<file path="src/rtl/fbsw_pkg.sv">
package fbsw_pkg;
    localparam int ADDR_W = 6;
    localparam int DATA_W = 8;
    localparam int QDEPTH = 4;

    typedef logic [ADDR_W-1:0] addr_t;
    typedef logic [DATA_W-1:0] data_t;

    typedef struct packed {
        addr_t addr;
        data_t data;
    } wcmd_t;

    typedef enum logic {
        BANK_A = 1'b0,
        BANK_B = 1'b1
    } bank_e;

    function automatic bank_e other_bank(bank_e b);
        return (b == BANK_A) ? BANK_B : BANK_A;
    endfunction
endpackage

</file>
<file path="src/rtl/fb_bank.sv">
module fb_bank #(
    parameter int AW = 6,
    parameter int DW = 8
) (
    input  logic          clk,
    input  logic          rst,
    input  logic          we,
    input  logic [AW-1:0] waddr,
    input  logic [DW-1:0] wdata,
    input  logic [AW-1:0] raddr,
    output logic [DW-1:0] rdata
);
    localparam int WORDS = 1 << AW;

    logic [DW-1:0] store [WORDS];

    always_ff @(posedge clk) begin
        if (rst) begin
            for (int i = 0; i < WORDS; i++) store[i] <= '0;
            rdata <= '0;
        end else begin
            rdata <= store[raddr];
            if (we) store[waddr] <= wdata;
        end
    end
endmodule

</file>
<file path="src/rtl/fb_pend_fifo.sv">
module fb_pend_fifo
    import fbsw_pkg::*;
#(
    parameter int DEPTH = 4,
    localparam int PW = (DEPTH > 1) ? $clog2(DEPTH) : 1,
    localparam int CW = $clog2(DEPTH + 1)
) (
    input  logic          clk,
    input  logic          rst,
    input  logic          push,
    input  wcmd_t         push_cmd,
    input  logic          pop,
    output wcmd_t         head,
    output logic [CW-1:0] count,
    output logic          full,
    output logic          empty
);
    wcmd_t         slots [DEPTH];
    logic [PW-1:0] rd_ptr, wr_ptr;

    function automatic logic [PW-1:0] bump(logic [PW-1:0] p);
        return (p == PW'(DEPTH - 1)) ? '0 : p + 1'b1;
    endfunction

    assign head  = slots[rd_ptr];
    assign full  = (count == CW'(DEPTH));
    assign empty = (count == '0);

    always_ff @(posedge clk) begin
        if (rst) begin
            rd_ptr <= '0;
            wr_ptr <= '0;
            count  <= '0;
        end else begin
            if (push) begin
                slots[wr_ptr] <= push_cmd;
                wr_ptr        <= bump(wr_ptr);
            end
            if (pop) rd_ptr <= bump(rd_ptr);
            case ({push, pop})
                2'b10:   count <= count + 1'b1;
                2'b01:   count <= count - 1'b1;
                default: count <= count;
            endcase
        end
    end
endmodule

</file>
<file path="src/rtl/fb_role_ctrl.sv">
module fb_role_ctrl
    import fbsw_pkg::*;
(
    input  logic  clk,
    input  logic  rst,
    input  logic  swap_req,
    input  logic  blank,
    input  logic  q_empty,
    output bank_e front,
    output logic  swap_now
);
    logic pending;

    assign swap_now = pending && blank && q_empty;

    always_ff @(posedge clk) begin
        if (rst) begin
            pending <= 1'b0;
            front   <= BANK_A;
        end else begin
            pending <= (pending || swap_req) && !swap_now;
            if (swap_now) front <= other_bank(front);
        end
    end
endmodule

</file>
<file path="src/rtl/fb_pingpong.sv">
module fb_pingpong
    import fbsw_pkg::*;
#(
    parameter int QDEPTH = fbsw_pkg::QDEPTH
) (
    input  logic              clk,
    input  logic              rst,
    input  logic              wr_valid,
    output logic              wr_ready,
    input  logic [ADDR_W-1:0] wr_addr,
    input  logic [DATA_W-1:0] wr_data,
    input  logic [ADDR_W-1:0] rd_addr,
    output logic [DATA_W-1:0] rd_data,
    input  logic              blank,
    input  logic              swap_req,
    output logic              buf_sel
);
    localparam int CW = $clog2(QDEPTH + 1);

    bank_e         front, sel_q;
    logic          swap_now, host_acc, drain;
    logic          q_full, q_empty;
    logic [CW-1:0] q_cnt;
    wcmd_t         host_cmd, q_head;
    data_t         bank_q [2];

    assign host_cmd = '{addr: wr_addr, data: wr_data};
    assign wr_ready = !q_full && !swap_now;
    assign host_acc = wr_valid && wr_ready;
    assign drain    = blank && !q_empty;
    assign buf_sel  = front;

    fb_role_ctrl u_role (
        .clk      (clk),
        .rst      (rst),
        .swap_req (swap_req),
        .blank    (blank),
        .q_empty  (q_empty),
        .front    (front),
        .swap_now (swap_now)
    );

    fb_pend_fifo #(.DEPTH(QDEPTH)) u_pend (
        .clk      (clk),
        .rst      (rst),
        .push     (host_acc),
        .push_cmd (host_cmd),
        .pop      (drain),
        .head     (q_head),
        .count    (q_cnt),
        .full     (q_full),
        .empty    (q_empty)
    );

    for (genvar g = 0; g < 2; g++) begin : g_bank
        logic  is_front;
        logic  we;
        wcmd_t cmd;

        assign is_front = (front == bank_e'(g));
        assign we       = is_front ? drain : host_acc;
        assign cmd      = is_front ? q_head : host_cmd;

        fb_bank #(.AW(ADDR_W), .DW(DATA_W)) u_bank (
            .clk   (clk),
            .rst   (rst),
            .we    (we),
            .waddr (cmd.addr),
            .wdata (cmd.data),
            .raddr (rd_addr),
            .rdata (bank_q[g])
        );
    end

    always_ff @(posedge clk) begin
        if (rst) sel_q <= BANK_A;
        else     sel_q <= front;
    end

    assign rd_data = bank_q[sel_q];
endmodule

</file>
<file path="config.mk">
export PLATFORM = sky130hd
export DESIGN_NAME = fb_pingpong
export DESIGN_NICKNAME = d
export VERILOG_FILES = /design/src/rtl/fbsw_pkg.sv /design/src/rtl/fb_bank.sv /design/src/rtl/fb_pend_fifo.sv /design/src/rtl/fb_role_ctrl.sv /design/src/rtl/fb_pingpong.sv
export SDC_FILE = /design/constraint.sdc
export NUM_CORES = 2
export LEC_CHECK = 0
export ABC_CLOCK_PERIOD_IN_PS = 10800
export BUFFER_PORTS_ARGS = -buffer_cell sky130_fd_sc_hd__buf_2
export CAP_MARGIN = 20
export CORE_AREA = 2 2 276 278
export DETAILED_ROUTE_END_ITERATION = 7
export DIE_AREA = 0 0 278 280
export GPL_TIMING_DRIVEN = 0
export PLACE_DENSITY = 0.81
export SLEW_MARGIN = 20
export SYNTH_ARGS = -nofsm -noshare
export SYNTH_HDL_FRONTEND = slang
export SYNTH_HIERARCHICAL = 1
export SYNTH_SLANG_ARGS = --single-unit
</file>
<file path="constraint.sdc">
create_clock -name clk -period 10.8 [get_ports clk]
set_clock_uncertainty 0.2 [all_clocks]
set_input_delay 2.16 -clock clk [delete_from_list [all_inputs] [get_ports clk]]
set_output_delay 2.16 -clock clk [all_outputs]
set_load 0.005 [all_outputs]
</file>
==> impl_metrics.env <==
export IMPL_status="complete, no violations"
export IMPL_async_flop_share_pct=0
export IMPL_port_buffers=32
export IMPL_p_switching_mw=2.735
export IMPL_cts_sinks=1108
export IMPL_grt_max_degree=17
export IMPL_cp_cell_sequence="buf_2, and3_4, nor3b_2, mux2_2, nor3b_1, nand3_1, clkbuf_1, o21ai_1"
export IMPL_worstPathMaxFanout=10
export IMPL_worstSetupEndpointType="flop"
export IMPL_grt_pass1_vias=32020
export IMPL_avgSynthCellArea_um2=15.35
export IMPL_die_y_um=280
export IMPL_hold_buffers=0
export IMPL_synth_warnings=6
export IMPL_hpwl_um=106200
export IMPL_max_freq_ghz=0.1690
export IMPL_io_pins=35
export IMPL_finalCoreUtilization_pct=74.73
export IMPL_crit_type="input port to flop"
export IMPL_cts_buffers=107
export IMPL_synth_cells=3336
export IMPL_synth_edf_count=1080
export IMPL_hp_class="flop to flop"
export IMPL_first_iter_violations=4662
export IMPL_seqPwrFrac_pct=48.6
export IMPL_grt_pass1_wl_um=222300
export IMPL_finalSetupTns_ns=0
export IMPL_drc=0
export IMPL_drv_slew=0
export IMPL_rsz0062_at_grt="no"
export IMPL_cts_tree="built"
export IMPL_nNetsFinal=3515
export IMPL_dr_pass1_iters=6
export IMPL_cp_buffers_inverters=2
export IMPL_track_usage_pct=41.00
export IMPL_core_area_mm2=0.07519
export IMPL_cp_slowest_stage_delay_ns=0.90
export IMPL_drive_gt1_share_pct=16.09
export IMPL_path_delay_family="simple AND/OR/NAND/NOR gates"
export IMPL_grt_overflow=0
export IMPL_required_ns=10.91
export IMPL_yosysSeqAreaShare_pct=64.41
export IMPL_rows=101
export IMPL_powerDensity_mw_per_mm2=181.8
export IMPL_area_delta_synth_final_pct=9.703
export IMPL_path_clk_slew_ns=0.06
export IMPL_worst_endpoint_arrival_ns=6.03
export IMPL_routedWlPerCell_um=34.38
export IMPL_clock_root_buffer="clkbuf_16"
export IMPL_fill_cells=4440
export IMPL_p_leak_nw=20.20
export IMPL_yosys_cell_types_count=51
export IMPL_via_per_inst=6.999
export IMPL_cts_buffer_depth=3
export IMPL_antenna_found_initial=3
export IMPL_vdd_drop_max_mv=0.1704
export IMPL_clk_latency_ns=0.72
export IMPL_slew_headroom_pct=17.06
export IMPL_fp_dieArea_mm2=0.07784
export IMPL_final_cells=4554
export IMPL_p_int_mw=7.478
export IMPL_maxCapViolCount=0
export IMPL_syn_area_mm2=0.05122
export IMPL_finalSetupViolations=0
export IMPL_initial_core_util_pct=68.12
export IMPL_max_slew_worst_pin_slew_ns=1.244
export IMPL_synth_fp_nets=3368
export IMPL_ys_seq_elements=1108
export IMPL_h_tree_depth=3
export IMPL_place_gp_congestion=1.084
export IMPL_crit_path_top_delay_cell="o21ai_1"
export IMPL_fin_crit_ns=5.917
export IMPL_die_w_um=278
export IMPL_synth_main_ff_cell="edfxtp_1"
export IMPL_antenna_left=0
export IMPL_wl_um=156600
export IMPL_power_mw=10.21
export IMPL_pwr_share_comb_pct=14.2
export IMPL_clockPowerShare_pct=37.3
export IMPL_power_share_switching_pct=26.78
export IMPL_hold_viol=0
export IMPL_period_share_pct=54.78
export IMPL_postCtsSetupBuffers=0
export IMPL_start_kind="input port"
export IMPL_vias=31873
export IMPL_dp_cells=4351
export IMPL_cts_resized=0
==> state kept, by name (all words and copies together), names as in the netlist, named ones only <==
name and flops:
g_bank.u_bank/rdata 16, g_bank.u_bank/store 1024, sel_q 1, u_pend/count 3
u_pend/rd_ptr 2, u_pend/slots 56, u_pend/wr_ptr 2, u_role/front 1
u_role/pending 1
==> worst reg2reg max path, cell delays in order, from the launching register on <==
cell and delay, ns:
dfxtp_1 0.46, buf_2 0.36, mux4_2 0.39, mux2_2 0.32, nor3b_1 0.51, nand3_1 0.79
clkbuf_1 0.62, o21ai_1 0.91
==> worst paths after layout <==
check | to | slack, ns | cells past startpoint | startpoint
setup reg to reg | g_bank[1].u_bank/store[29][0] | 5.86 | 7 | flop
hold reg to reg | u_role/pending | 0.31 | 2 | u_role/pending
hold / removal | u_role/pending | 0.31 | 2 | u_role/pending
setup / recovery | g_bank[1].u_bank/store[29][0] | 4.88 | 8 | blank
==> layout by cell type (no fill, tap or decap), types with 8 or more instances in the layout <==
cell type  count
mux4_1        38
dfxtp_1       28
mux2i_1       58
a211o_1        8
nand2_1       28
nor2_1       169
buf_4         36
o21ai_1      143
buf_6         13
clkinv_2      22
inv_1         11
nor2b_1        9
o22ai_1       16
mux2_2        48
nand2b_1      10
a21oi_1       18
or3_1         11
buf_1         19
o2bb2ai_1      8
buf_2         60
clkinv_1      16
mux4_2       242
o21ai_0       22
bufinv_16     12
clkbuf_1     185
a221oi_1       8
edfxtp_1    1080
clkbuf_16    110
nor3_1        18
nand3b_1       8
and2_1      1030
nor3b_1        8
==> cell families (layout without fill, tap and decap cells) <==
kind of cell	Yosys count	after routing	share of synthesized area, %
buffers and inverters	269	507	2.619
AOI/OAI and AO/OA	253	253	2.863
xor gates and xnor gates	2	2	0.03421
other	0	2	0
DFF	1108	1108	64.41
and+or+nand+nor	1310	1310	15.08
adders and majority gates	7	7	0.1857
muxes	387	387	14.81
==> per-stage QoR <==
| step | worst slack, ns | area, um^2 | hold slack, ns |
|---|---|---|---|
| final | 4.883 | 56190 | 0.3131 |
| after global routing | 4.935 | 56180 | 0.3620 |
| after CTS | 5.082 | 56170 | 0.3160 |
| after detailed placement | 4.424 | 52640 | 0.3077 |
| after global placement | 4.249 | 52600 | 0.2832 |
| after floorplan | 6.004 | 51220 | 0.2673 |
==> metal layers <==
metal,GRT usage [%],vias to the layer above,wire length (um)
li1,-,12697,-
met1,50.65,15882,51300
met2,64.57,2604,73140
met3,9.984,688,18850
met4,28.79,2,13270
met5,0,-,10
==> cells in the mapped netlist (all sizes together) (10+ instances only) <==
master  count  area [um^2]
mux2i      58        580.6
buf        95        680.7
a21oi      20        107.6
nand2b     10        62.56
o22ai      16        100.1
nand2      28        105.1
mux2       49        555.5
o21ai     165        825.8
and2     1030         6444
nor2      169        634.4
nor3       18        90.09
or3        11        68.82
inv        13        48.80
mux4      280         6449
dfxtp      28        560.5
clkbuf    161        611.8
edfxtp   1080        32430
==> power groups by stage <==
stage	combinational, mW	clock, mW	sequential [mW]
final	1.45	3.80	4.96
after global routing	1.48	3.98	4.97
after CTS	1.39	3.81	4.96
after detailed placement	1.38	0	5.05
after global placement	1.33	0	5.04
after floorplan	0.794	0	5.02
==> area by class of cell <==
type / instances / area [um^2] / share of cell area, %
Sequential cell: 1108 / 32990 / 58.72
Multi-Input combinational cell: 1959 / 16880 / 30.05
Clock buffer: 140 / 2895 / 5.153
Buffer: 256 / 1295 / 2.305
Tap cell: 978 / 1224 / 2.178
Clock inverter: 60 / 636.9 / 1.133
Timing Repair Buffer: 38 / 206.4 / 0.3674
Inverter: 13 / 48.80 / 0.08685
Antenna cell: 2 / 5.005 / 0.008907
Power figures use the tool's default switching activity.
